==> config.mk <==
export PLATFORM = sky130hd
export DESIGN_NAME = ramp_adc_seq
export DESIGN_NICKNAME = d
export VERILOG_FILES = /design/src/rtl/ramp_adc_seq.sv
export SDC_FILE = /design/constraint.sdc
export NUM_CORES = 1
export LEC_CHECK = 0
export ABC_AREA = 1
export BUFFER_PORTS_ARGS = -buffer_cell sky130_fd_sc_hd__buf_2
export CAP_MARGIN = 20
export CORE_MARGIN = 5
export CORE_UTILIZATION = 45
export DETAILED_ROUTE_END_ITERATION = 10
export PLACE_DENSITY = 0.73
export SYNTH_ARGS = -nofsm -noshare
export SYNTH_HDL_FRONTEND = slang
export SYNTH_SLANG_ARGS = --single-unit
==> constraint.sdc <==
create_clock -name clk -period 2.3 [get_ports clk]
set_clock_uncertainty 0.1 [all_clocks]
set_input_delay 0.46 -clock clk [delete_from_list [all_inputs] [get_ports clk]]
set_output_delay 0.46 -clock clk [all_outputs]
set_load 0.005 [all_outputs]
==> src/rtl/ramp_adc_seq.sv <==
module ramp_adc_seq #(
  parameter int CNT_W     = 10,
  parameter int DISCH_CYC = 4
) (
  input  logic             clk,
  input  logic             rst_n,
  input  logic             start_i,
  input  logic             cmp_i,
  output logic             gate_o,
  output logic             discharge_o,
  output logic [CNT_W-1:0] result_o,
  output logic             valid_o,
  output logic             overflow_o
);

  localparam int DW = (DISCH_CYC < 2) ? 1 : $clog2(DISCH_CYC);
  localparam logic [DW-1:0] DLAST = DW'(DISCH_CYC - 1);

  typedef enum logic [1:0] {S_IDLE, S_COUNT, S_DISCH} state_t;

  state_t           state;
  logic [CNT_W-1:0] cnt;
  logic [DW-1:0]    dcnt;
  logic             at_top;

  assign gate_o      = (state == S_COUNT);
  assign discharge_o = (state == S_DISCH);
  assign at_top      = &cnt;

  always_ff @(posedge clk or negedge rst_n) begin
    if (!rst_n) begin
      state      <= S_IDLE;
      cnt        <= '0;
      dcnt       <= '0;
      result_o   <= '0;
      valid_o    <= 1'b0;
      overflow_o <= 1'b0;
    end else begin
      valid_o <= 1'b0;
      unique case (state)
        S_IDLE: begin
          cnt <= '0;
          if (start_i) begin
            state      <= S_COUNT;
            overflow_o <= 1'b0;
          end
        end
        S_COUNT: begin
          if (cmp_i || at_top) begin
            state      <= S_DISCH;
            result_o   <= cnt;
            valid_o    <= 1'b1;
            overflow_o <= !cmp_i;
            dcnt       <= '0;
          end else begin
            cnt <= cnt + 1'b1;
          end
        end
        S_DISCH: begin
          cnt <= '0;
          if (dcnt == DLAST) state <= S_IDLE;
          else dcnt <= dcnt + 1'b1;
        end
        default: state <= S_IDLE;
      endcase
    end
  end

  assert_gate_needs_start_R2: assert property (@(posedge clk) disable iff (!rst_n)
    $rose(gate_o) |-> $past(start_i));
  assert_trip_closes_gate_R4: assert property (@(posedge clk) disable iff (!rst_n)
    (gate_o && cmp_i) |=> (!gate_o && valid_o));
  assert_valid_single_R4: assert property (@(posedge clk) disable iff (!rst_n)
    valid_o |=> !valid_o);
  assert_ovf_full_scale_R5: assert property (@(posedge clk) disable iff (!rst_n)
    (valid_o && overflow_o) |-> (&result_o));
  assert_disch_with_valid_R6: assert property (@(posedge clk) disable iff (!rst_n)
    $rose(discharge_o) |-> valid_o);
  assert_ovf_hold_R8: assert property (@(posedge clk) disable iff (!rst_n)
    (!valid_o && !$rose(gate_o)) |-> $stable(overflow_o));
  assert_no_overlap_R9: assert property (@(posedge clk) disable iff (!rst_n)
    !(gate_o && discharge_o));

endmodule

# Yosys cells after proc, flatten, opt, wreduce, memory -nomap -nowiden
# Index checks and enable logic that the tools add are counted.
[word_totals]
regBits = 26
output_inout_bits = 14
word_cells = 43
[op_classes]
n_addsub = 2
n_eq_ne = 8
mux = 14
reduce_logical = 13
[ops]
columns = ["operator", "n"]
rows = [
  ["10-bit one-hot mux with 2 select lines", 1],
  ["10-bit by 1-bit adder with 10-bit output (second input constant)", 1],
  ["10-bit two-way mux", 1],
  ["2-bit two-way mux", 5],
  ["10-bit AND reduction", 1],
  ["3-bit AND reduction", 3],
  ["2-bit != test (second input constant)", 3],
  ["2-bit one-hot mux with 3 select lines", 1],
  ["2-bit nonzero test", 3],
  ["2-bit equality test (second input constant)", 2],
  ["1-bit two-way mux", 4],
  ["2-bit by 1-bit != test with 1-bit output (second input constant)", 2],
  ["2-bit one-hot mux with 2 select lines", 1],
  ["2-bit AND reduction", 2],
  ["2-bit by 1-bit adder with 2-bit output (second input constant)", 1],
  ["2-bit by 1-bit equality test with 1-bit output (second input constant)", 1],
  ["2-bit logical NOT", 1],
  ["1-bit one-hot mux with 2 select lines", 1],
  ["2-bit OR reduction", 1],
  ["1-bit logical NOT", 1],
  ["1-bit logical OR", 1],
]

# Logic depth before layout (Yosys ltp)
[logic_depth]
word_depth = 4
depth_mapped = 9
depth_no_buf = 9

# Worst setup path after synthesis
# Ideal clock, no wire load.
[synth_timing]
path_type = "reg-to-reg"
from = "register cnt[0]"
to = "register result_o[4]"
setup_ns = 0.119
arrival_ns = 1.311
required_ns = 2.081
slack_ns = 0.770
stages_incl_launch_ff = 10
period_less_slack_ns = 1.530
cell_sequence = "dfrtp_1 ha_1 nand2_2 nor2_4 nand3_4 nand2_2 nand2_4 buf_6 nand2_2 o21ai_2"
[synth_via]
elab_chain_len = 3
[synth_lines]
columns = ["element", "line", "rtl"]
rows = [
  ["start: declaration", "22", "logic [CNT_W-1:0] cnt;"],
  ["start signal: assignment", "56", "cnt <= cnt + 1'b1;"],
  ["10-bit AND reduction", "28", "assign at_top = &cnt;"],
  ["1-bit logical OR", "49", "if (cmp_i || at_top) begin"],
  ["2-bit AND reduction (no source line)", "-", ""],
  ["end signal: assignment", "51", "result_o <= cnt;"],
  ["end: declaration", "11", "output logic [CNT_W-1:0] result_o,"],
]
# No other way between the ends.
# A chain may end at the register's enable or synchronous reset.

# Worst setup path in the final report
[layout_timing]
from = "register state[0]"
to = "output port discharge_o"
[layout_via]
elab_chain_len = 1
[layout_lines]
columns = ["element", "line", "rtl"]
rows = [
  ["start: declaration", "21", "state_t state;"],
  ["start signal: assignment", "32", "state <= S_IDLE;"],
  ["start signal: assignment", "44", "state <= S_COUNT;"],
  ["start signal: assignment", "50", "state <= S_DISCH;"],
  ["2-bit equality test", "27", "assign discharge_o = (state == S_DISCH);"],
  ["end: declaration", "10", "output logic discharge_o,"],
]
# No other way between the ends.

==> results.toml <==
[place]
routabilityCongestion = 0.842
dpl.cell_count = 194
io_buffers = 17
dp_hpwl_mm = 1.76
place_ws_ns = 0.562

[hold_path]
min_path_type = "in -> async"

[clocking]
cts_resized = 0
htree_levels = 1
clock-root-buffer = "clkbuf_4"
clock_path_buffers = 2
cts.clk_slew.worst_paths_ns = 0.14
tritoncts = "done"
insertion_delay_ns = 0.32
postCtsHoldBufs = 0
post_cts_buffers = 0
clock_sinks = 26
cts_inserted_buffers = 3

[synthesis]
synth-edff-count = 0
synth_cells = 148
async_flop_share_pct = 100
synth_top_area_share_pct = 48.6
yosysTopAreaCell = "dfrtp_1"
yosys-top-cells-area = "dfrtp_1 49%, nand2_1 9.0%, o21ai_2 7.2%"
synth_seq_cells = 26
synth_area_sq_um = 1340
ys_seq_area_share_pct = 48.6
synth.distinct_cells = 20
synth_area_per_cell_sq_um = 9.05
ys_warn_count = 0
synthFlopType = "dfrtp_1"
syn-num-nets = 154

[power_and_ir_drop]
p_leak_uw = 0.000750
switchingPower_uw = 434
sw_frac_of_total_pct = 38.1
intPower_uw = 704
combPwrFrac_pct = 31.8
p_per_area_nw_per_um2 = 777
ir_worst_vdd_v = 0.000517
pwr-share-clk_pct = 16.5
pwr-share-seq_pct = 51.7

[global_routing]
grt_pass1_wl_mm = 4.44
grt_pass1_vias = 992
track_usage_pct = 13.2
antenna_found_initial = 0
grt_max_degree = 27
grt_overflow_total = 0

[timing]
slew_violations = 0
worst_hold_slack_ns = 0.0133
fin_ws_ns = 0.476
rsz0062_at_grt = "no"
worst_pin_slew_ns = 0.571
setup_viol = 0
fin_tns_setup_ns = 0
clock.fmax_mhz = 548
finalCritPeriodShare_pct = 79.3
hold_viol = 0
maxSlewHeadroom_pct = 61.9
fin_crit_ns = 1.82

[finish]
antennaDiodeCount = 0
drive_gt1_share_pct = 32.5
utilization_pct = 52.2
final_cell_mix = "32 x nand2_1, 26 x dfrtp_1, 20 x inv_1"
fin_nets = 174
final_common_cell = "nand2_1"
fin_cells = 197
n_fill_cell = 264
area_growth_pct = 9.24

[route]
dr_total_vias = 976
drtPass1Iterations = 4
wl_mm = 2.35
vias_per_cell = 4.95
drt_iter0_markers = 18
drc = 0
ant_nets = 0
wl_per_cell_um = 11.9

[floorplanning]
die_height_um = 64.6
core-area_sq_um = 2810
ios = 18
initial_utilization_pct = 47.8
dieArea_sq_um = 4170
die_w_um = 64.6
row_count = 19

[setup_path]
cp_slowest_cell = "dfrtp_1"
max_stage_delay_ns = 0.57
r2r_setup_slack_ns = 0.54
worstPathCellList = "inv_1, nand2_1, inv_1, buf_2"
end_kind = "output pin"
crit_top_cell = "inv_1"
critPathMaxFanout = 7
cp.arrival_ns = 1.26
crit_required_ns = 1.74
path_class = "reg -> out"
startpoint_type = "register"

[outcome]
status = "finished clean"

[job]
cap_violations = 0
through the flow:
stage | cell area [sq um] | power, uW
floorplan | 1340 | 867
global placement | 1440 | 953
detailed placement | 1440 | 967
CTS | 1460 | 1160
global route | 1460 | 1250
finish | 1460 | 1140
layout make-up:
type                       count  area (sq um)  area share, %
clock buffer                   3          22.5           1.54
multi-input combinational     97           581           39.7
timing repair buffer          17          85.1           5.81
sequential                    26           651           44.4
tap                           31          38.8           2.65
inverter                      23          86.3           5.90
logic make-up after synthesis:
family                     share of synthesized area (%)
buffers and inverters                               8.12
and+or+nand+nor                                     28.4
AOI/OAI and AO/OA                                   11.1
xor gates and xnor gates                            1.96
DFF                                                 48.6
adders and majority gates                           1.87
sequential cells by signal, indices dropped and copies added (netlist names):
signal and flops:
dcnt 2, cnt 10, result_o 10, overflow_o 1, state 2, valid_o 1
path summary, 6_finish.rpt:
kind | start | cells past startpoint | end
max reg2reg | cnt[0] | 8 | result_o[3]
max in group asynchronous | rst_n | 1 | result_o[2]
min | rst_n | 1 | cnt[9]
min reg2reg | result_o[6] | 2 | result_o[6]
max | state[0] | 4 | discharge_o
min in group clk | cmp_i | 4 | overflow_o
synthesized netlist by cell type (2+ instances only):
library cell and n:
buf_6 2, dfrtp_1 26, ha_1 2, inv_1 20, inv_2 3, nand2_1 32, nand2_2 12, nand2_4 3
nand3_1 7, nand4_1 4, nor2_1 8, nor2_4 3, o21ai_0 2, o21ai_1 6, o21ai_2 11, o22ai_1 2
xor2_1 2
worst max-delay path: cells and delay by family (launching register included):
family        cells  cell delay (ns)
buf+inv           3             0.28
simple gates      1             0.10
flops             1             0.57
layer usage:
metal | share of wire, % | vias to the layer above | track usage, %
met5 | 0 | - | 0
met4 | 0.81 | 0 | 3.96
met3 | 4.4 | 2 | 3.11
met2 | 48 | 13 | 23.2
met1 | 47 | 459 | 16.2
li1 | - | 502 | -
power by group through the flow:
stage	Sequential, uW	Clock, uW	Combinational (uW)
after floorplan	587	0	280
after global routing	603	227	418
after global placement	595	0	359
final	588	188	362
after detailed placement	598	0	369
after CTS	589	200	371
(Power assumes the default switching activity.)
